**src/rtl/priv_stack_fetch.sv**
```systemverilog
module priv_stack_fetch #(
  parameter int ADDR_W = 32
) (
  input  logic              clk,
  input  logic              rst_n,
  input  logic              req,
  input  logic [1:0]        level,
  input  logic [ADDR_W-1:0] tr_base,
  input  logic [31:0]       tr_limit,
  input  logic              tr_valid,
  input  logic [3:0]        tr_type,
  input  logic [15:0]       tr_sel,
  output logic              mem_req,
  output logic [ADDR_W-1:0] mem_addr,
  output logic              mem_wide,
  input  logic              mem_ack,
  input  logic [31:0]       mem_rdata,
  output logic [15:0]       ss_sel,
  output logic [31:0]       sp,
  output logic              done,
  output logic              fault,
  output logic [15:0]       fault_code,
  output logic              fatal
);

  typedef enum logic [1:0] {S_IDLE, S_PTR, S_SEL} state_t;
  state_t state;

  logic              wide_q;
  logic [4:0]        off_q;
  logic [ADDR_W-1:0] base_q;

  logic       is_wide, is_narrow, known;
  logic [4:0] off;
  logic [5:0] last_byte;
  logic       over_limit;

  assign is_wide    = (tr_type == 4'd9) || (tr_type == 4'd11);
  assign is_narrow  = (tr_type == 4'd1) || (tr_type == 4'd3);
  assign known      = tr_valid && (is_wide || is_narrow);
  assign off        = is_wide ? {level, 3'b100} : {1'b0, level, 2'b10};
  assign last_byte  = {1'b0, off} + (is_wide ? 6'd7 : 6'd3);
  assign over_limit = {26'd0, last_byte} > tr_limit;

  assign mem_req  = (state != S_IDLE);
  assign mem_wide = (state == S_PTR) && wide_q;
  assign mem_addr = base_q + ADDR_W'(off_q)
                  + ((state == S_SEL) ? (wide_q ? ADDR_W'(4) : ADDR_W'(2)) : ADDR_W'(0));

  always_ff @(posedge clk) begin
    if (!rst_n) begin
      state      <= S_IDLE;
      wide_q     <= 1'b0;
      off_q      <= '0;
      base_q     <= '0;
      ss_sel     <= '0;
      sp         <= '0;
      done       <= 1'b0;
      fault      <= 1'b0;
      fault_code <= '0;
      fatal      <= 1'b0;
    end else begin
      done  <= 1'b0;
      fault <= 1'b0;
      fatal <= 1'b0;
      case (state)
        S_IDLE: if (req) begin
          if (!known) begin
            fatal <= 1'b1;
          end else if (over_limit) begin
            fault      <= 1'b1;
            fault_code <= {tr_sel[15:2], 2'b00};
          end else begin
            wide_q <= is_wide;
            off_q  <= off;
            base_q <= tr_base;
            state  <= S_PTR;
          end
        end
        S_PTR: if (mem_ack) begin
          sp    <= wide_q ? mem_rdata : {16'd0, mem_rdata[15:0]};
          state <= S_SEL;
        end
        S_SEL: if (mem_ack) begin
          ss_sel <= mem_rdata[15:0];
          done   <= 1'b1;
          state  <= S_IDLE;
        end
        default: state <= S_IDLE;
      endcase
    end
  end


  outcome_onehot_chk: assert property (@(posedge clk) disable iff (!rst_n)
    $countones({done, fault, fatal}) <= 1);


  done_after_ack_chk: assert property (@(posedge clk) disable iff (!rst_n)
    (mem_req && mem_ack && !mem_wide && state == S_SEL) |=> done);


  req_hold_chk: assert property (@(posedge clk) disable iff (!rst_n)
    (mem_req && !mem_ack) |=> (mem_req && $stable(mem_addr) && $stable(mem_wide)));


  fatal_no_read_chk: assert property (@(posedge clk) disable iff (!rst_n)
    (state == S_IDLE && req && !known) |=> (fatal && !mem_req && !fault));


  fault_code_chk: assert property (@(posedge clk) disable iff (!rst_n)
    fault |-> (fault_code[1:0] == 2'b00 && !mem_req));

endmodule

```
**config.mk**
```make
export PLATFORM = sky130hd
export DESIGN_NAME = priv_stack_fetch
export DESIGN_NICKNAME = d
export VERILOG_FILES = /design/src/rtl/priv_stack_fetch.sv
export SDC_FILE = /design/constraint.sdc
export NUM_CORES = 1
export LEC_CHECK = 0
export BUFFER_PORTS_ARGS = -buffer_cell sky130_fd_sc_hd__buf_2
export CAP_MARGIN = 10
export CORE_MARGIN = 1
export CORE_UTILIZATION = 51
export DETAILED_ROUTE_END_ITERATION = 7
export HOLD_SLACK_MARGIN = 0.05
export PLACE_DENSITY = 0.83
export SYNTH_ARGS = -nofsm -noshare
export SYNTH_HDL_FRONTEND = slang
export SYNTH_SLANG_ARGS = --single-unit
```
**constraint.sdc**
```tcl
create_clock -name clk -period 4.6 [get_ports clk]
set_input_delay 0.92 -clock clk [delete_from_list [all_inputs] [get_ports clk]]
set_output_delay 0.92 -clock clk [all_outputs]
set_load 0.005 [all_outputs]
```
After elaboration in Yosys (flattened, before gate mapping)

Cells that the tools add are included.

Add/subtract/negate cells: 3
Order comparisons: 1
Eq/ne operators: 11
Mux-type cells: 14
Bitwise operators: 1
Reductions and logical operators: 15

Operators with widths:

| kind                 | number |
|---|---|
| $add A32 B3 Y32      | 1 |
| $add A32 B5 Y32      | 1 |
| $gt A6 B32 Y1        | 1 |
| $mux W32             | 1 |
| $reduce_and A4 Y1    | 3 |
| $mux W2              | 5 |
| $ne A2 B2 Y1 const B | 5 |
| $mux W3              | 3 |
| $eq A4 B4 Y1 const B | 2 |
| $add A5 B3 Y6        | 1 |
| $pmux W2 S3          | 1 |
| $reduce_and A2 Y1    | 3 |
| $mux W5              | 1 |
| $reduce_and A5 Y1    | 1 |
| $eq A4 B1 Y1 const B | 1 |
| $eq A4 B2 Y1 const B | 1 |
| $logic_or A1 B1 Y1   | 3 |
| $mux W1              | 3 |
| $reduce_and A3 Y1    | 1 |
| $eq A2 B1 Y1 const B | 1 |
| $eq A2 B2 Y1 const B | 1 |
| $logic_and A1 B1 Y1  | 2 |
| $logic_not A2 Y1     | 1 |
| $reduce_bool A2 Y1   | 1 |
| $not A1 Y1           | 1 |

Register bits after elaboration: 105
Input port bits: 123
Output and inout port bits: 101
Logic and storage cells: 55

Logic depth before layout (Yosys ltp)

Word-level depth: 9
Mapped depth: 13
Depth with buffers taken out: 12

Worst setup path before layout

Ideal clock, no wire load.

Path kind: reg-to-output
From: reg state[1]
To: out mem_addr[8]
Arrival: 2,492 ps
Required time: 3,680 ps
Slack: 1,188 ps
Cell stages (with the launch flop): 12
Path buffers: 0
Cell sequence: dfxtp_1 > nor2b_1 > and2_1 > fa_1 > ha_1 > inv_1 > fa_1 > nor2b_1 > o21a_1 > or2_2 > and3_1 > xor2_1

Word-level cells in the longest chain between the ends: 3

RTL lines:

| element                  | line | RTL |
|---|---|---|
| start: declaration       | 27   | `state_t state;` |
| start signal: assignment | 52   | `state <= S_IDLE;` |
| start signal: assignment | 77   | `state <= S_PTR;` |
| start signal: assignment | 82   | `state <= S_SEL;` |
| $eq A2 B2 Y1             | 48   | `+ ((state == S_SEL) ? (wide_q ? ADDR_W'(4) : ADDR_W'(2)) : ADDR_W'(0));` |
| $mux W3                  | 48   |  |
| $add A32 B3 Y32          | 48   |  |
| end: declaration         | 14   | `output logic [ADDR_W-1:0] mem_addr,` |

Every way passes these cells.

Final worst setup path

From: reg state[1]
To: out mem_addr[20]

Same word-level chain as after synthesis.

==> out/qor.txt <==
Status -> finished, final reports clean
Routed wl met3 -> 699 µm
CP cell instances -> nor2b_1, nand2b_1, fa_1, inv_1, ha_1, inv_1, fa_1, nor2b_1, o21a_1, o21a_1, and3_1, xor2_1, buf_2
Syn Inst Count -> 603
Setup Buffers After CTS -> 0
Syn avg cell area -> 8.17 µm²
FF-to-FF path depth -> 4
Number of max-cap violations -> 0
Fin worst setup slack -> 0.398 ns
Fillers -> 800
Post-synth cell types -> 41
DRT met1 WL -> 5050 µm
Buf/Inv on CP -> 3
Drt wl/cell -> 13.5 µm
Most common cell in the netlist -> nand2_1
Maximum vdd ir drop -> 0.175 mV
Compound-Gate Fraction of Synth Area -> 0.0785
Clock Power Share -> 0.359
Largest area contributor in the netlist -> dfxtp_1
Die height -> 100 µm
HP Start -> ss_sel[10]
Final period utilization -> 0.913
Ant. Diodes -> 0
Hold-fix buffers, CTS -> 0
CP required -> 3.68 ns
Hold Path Class -> register to register
Slowest cell on crit path -> dfxtp_1
Starting Density -> 0.531
Latest clock arrival within the worst-skew pair -> 0.38 ns
Setup_tns -> 0 ns
Pwr Density -> 266 nW/µm²
Die width -> 100 µm
Startpoint Class -> register
Setup WS pre-CTS -> 0.795 ns
Worst path max stage delay -> 0.44 ns
Total CTS buffers -> 9
Slew HR -> 0.418
Via count -> 4763
Fin. max-slew vios -> 0
Top delay family on crit path -> adder cells
Max FO, Critical Path -> 6
WHS Path Cells -> 2
Seq pwr share -> 0.555
Main combinational cell family by area after synthesis -> simple AND/OR/NAND/NOR gates
Final instance area -> 6230 µm²
Final min period -> 4.20 ns
Bufs on Longest Clock Path -> 2
Routed wl met2 -> 6480 µm
Internal power -> 1.20 mW
Layout cells sized above 1 -> 0.310
# DRC -> 0
XOR/XNOR share of the synthesized area -> 0.0516
Gate power share -> 0.086
Total chip power -> 1.65 mW
R2r startpoint -> state[1]
Hold worst-path end -> ss_sel[10]
Post-synth EDFFs -> 0
Clock-pin slew of the registers on the worst-case setup and hold paths -> 0.13 ns
Worst Clk Skew -> 0.0203 ns
Max H-tree Level -> 3
All-Layer GR Usage -> 0.245
Mux cell area share after synthesis -> 0.102
Initial antenna violation count -> 0
Nets@finish -> 933
Cts repair resizes -> 0
Worst-Margin Slew -> 0.872 ns
HPWL after DPL -> 9430 µm
Via density -> 5.12
Critical R2R Capture -> fault_code[15]
CTS tree -> built
Clock Sinks -> 104
Ys async rst share -> 0
Top sig layer -> met4
Setup violations, final -> 0
Antenna viol nets, final -> 0
Io pins -> 224
RSZ-0062 raised after global routing -> no
Largest net degree at the start of global routing -> 63
FMAX -> 238 MHz
Synthesized flop and latch total -> 104
Worst R2R Setup Slack -> 2.32 ns
Placer's final routability congestion estimate -> 0.843
Core area -> 9280 µm²
Port bufs -> 218
CP Data Arrival Time -> 3.28 ns
Top cell type's share of synthesized area -> 0.423
Syn. warnings -> 0
Gr ovfl total -> 0
Adder-Cell Fraction of Synth Area -> 0.0401
DRT Pass-1 Iters -> 4
Post-DP Area -> 6000 µm²
Synth Area in Simple Gates -> 0.248
Setup CP Type -> register to output port
DIE AREA -> 10100 µm²
Ys flop type -> dfxtp_1
Post-Syn Area -> 4930 µm²
First-pass GRT wire length -> 19800 µm
Vias in the first global route -> 4440
Switching Share -> 0.273
Synth top cells by count -> nand2_1 (192), dfxtp_1 (104), a21oi_1 (54)
Psw -> 451 µW
Area Overhead vs Synth -> 26.4%
Fin. Hold Viols -> 0
CP endpoint kind -> output port
Iteration-0 DRC Markers -> 102
Leakage -> 2.88 nW
Total wire length -> 12500 µm
Clock Root Buffer -> clkbuf_8
Seq/Total Area, Yosys -> 0.423
# rows -> 35
Top cells by area, synth -> dfxtp_1 (42%), nand2_1 (15%), mux2i_1 (10%)
-- power by group through the flow --
stage	logic [mW]	registers, mW	clock network [mW]
CTS	0.144	0.918	0.606
global route	0.161	0.920	0.637
finish	0.143	0.918	0.593
global placement	0.138	0.938	0
floorplan	0.0710	0.937	0
detailed placement	0.143	0.939	0
-- stage by stage --
stage | std cells | util | hold WS (ns)
floorplan | 604 | - | 0.435
global placement | 913 | 0.646 | 0.436
detailed placement | 913 | 0.646 | 0.441
CTS | 929 | 0.669 | 0.458
global route | 930 | 0.671 | 0.476
finish | 930 | 0.671 | 0.457
-- how the worst max path moves through the flow --
stage / to / startpoint / slack [ns] / cells after the start
floorplan: mem_addr[8] / state[1] / 1.19 / 11
global placement: mem_addr[8] / wide_q / 0.85 / 11
global route: mem_addr[22] / state[1] / 0.11 / 13
CTS: mem_addr[20] / state[1] / 0.36 / 13
detailed placement: mem_addr[8] / wide_q / 0.80 / 11
finish: mem_addr[20] / state[1] / 0.40 / 13
-- cells by family after synthesis --
kind of cell    count (synthesis)
other cells                     1
xor+xnor                       29
fa+ha+maj                      14
compound gates                 70
flops                         104
buf+inv                        58
simple gates                  277
mux                            50
-- cells in the final DEF (no fill, tap or decap), types with 2 or more instances in the layout --
| master | netlist | layout |
|---|---|---|
| ha_1 | 11 | 11 |
| inv_6 | 0 | 2 |
| and3_1 | 12 | 12 |
| o21a_1 | 2 | 2 |
| inv_8 | 0 | 2 |
| clkbuf_8 | 0 | 9 |
| inv_1 | 17 | 17 |
| a31o_2 | 2 | 2 |
| buf_4 | 4 | 2 |
| nor4_1 | 8 | 8 |
| nand2_1 | 192 | 192 |
| and2_1 | 4 | 4 |
| a21oi_1 | 54 | 53 |
| fa_1 | 3 | 3 |
| a21o_1 | 3 | 3 |
| nand4_1 | 8 | 8 |
| xor2_1 | 8 | 8 |
| o21ai_0 | 3 | 3 |
| buf_2 | 0 | 218 |
| mux2i_1 | 50 | 50 |
| nand3_1 | 25 | 25 |
| and4_1 | 2 | 2 |
| dfxtp_1 | 104 | 104 |
| or2_2 | 2 | 2 |
| a211oi_1 | 2 | 2 |
| clkinv_8 | 0 | 2 |
| conb_1 | 1 | 2 |
| nor2_1 | 10 | 9 |
| nor2b_1 | 3 | 3 |
| xnor2_1 | 21 | 21 |
| nand2b_1 | 3 | 3 |
| a31oi_1 | 2 | 2 |
-- state kept, by name, summed over array words and instances, names as in the netlist --
name and count:
base_q 32, sp 32, ss_sel 16, fault_code 14
wide_q 1, fault 1, done 1, fatal 1
state 2, off_q 4
-- metal layers --
layer	vias up	global-route usage
met2	163	0.444
li1	2377	-
met3	29	0.0446
met4	0	0.0992
met5	-	0
met1	2194	0.283
-- worst register-to-register path, delay by kind of cell (launching register included) --
| kind | cells | cell delay (ns) |
|---|---|---|
| flops | 1 | 0.38 |
| simple gates | 3 | 1.54 |
| mux | 1 | 0.28 |
-- cell type report --
type,count,area [µm²],share of cell area
multi-input cells,442,2580,0.415
flip-flops and latches,104,2080,0.334
repair buffers,221,1120,0.180
well taps,129,161,0.0259
clock buffers,9,124,0.0199
clock inverters,7,88.8,0.0143
inverters,18,67.6,0.0108
(Power assumes the default switching activity.)
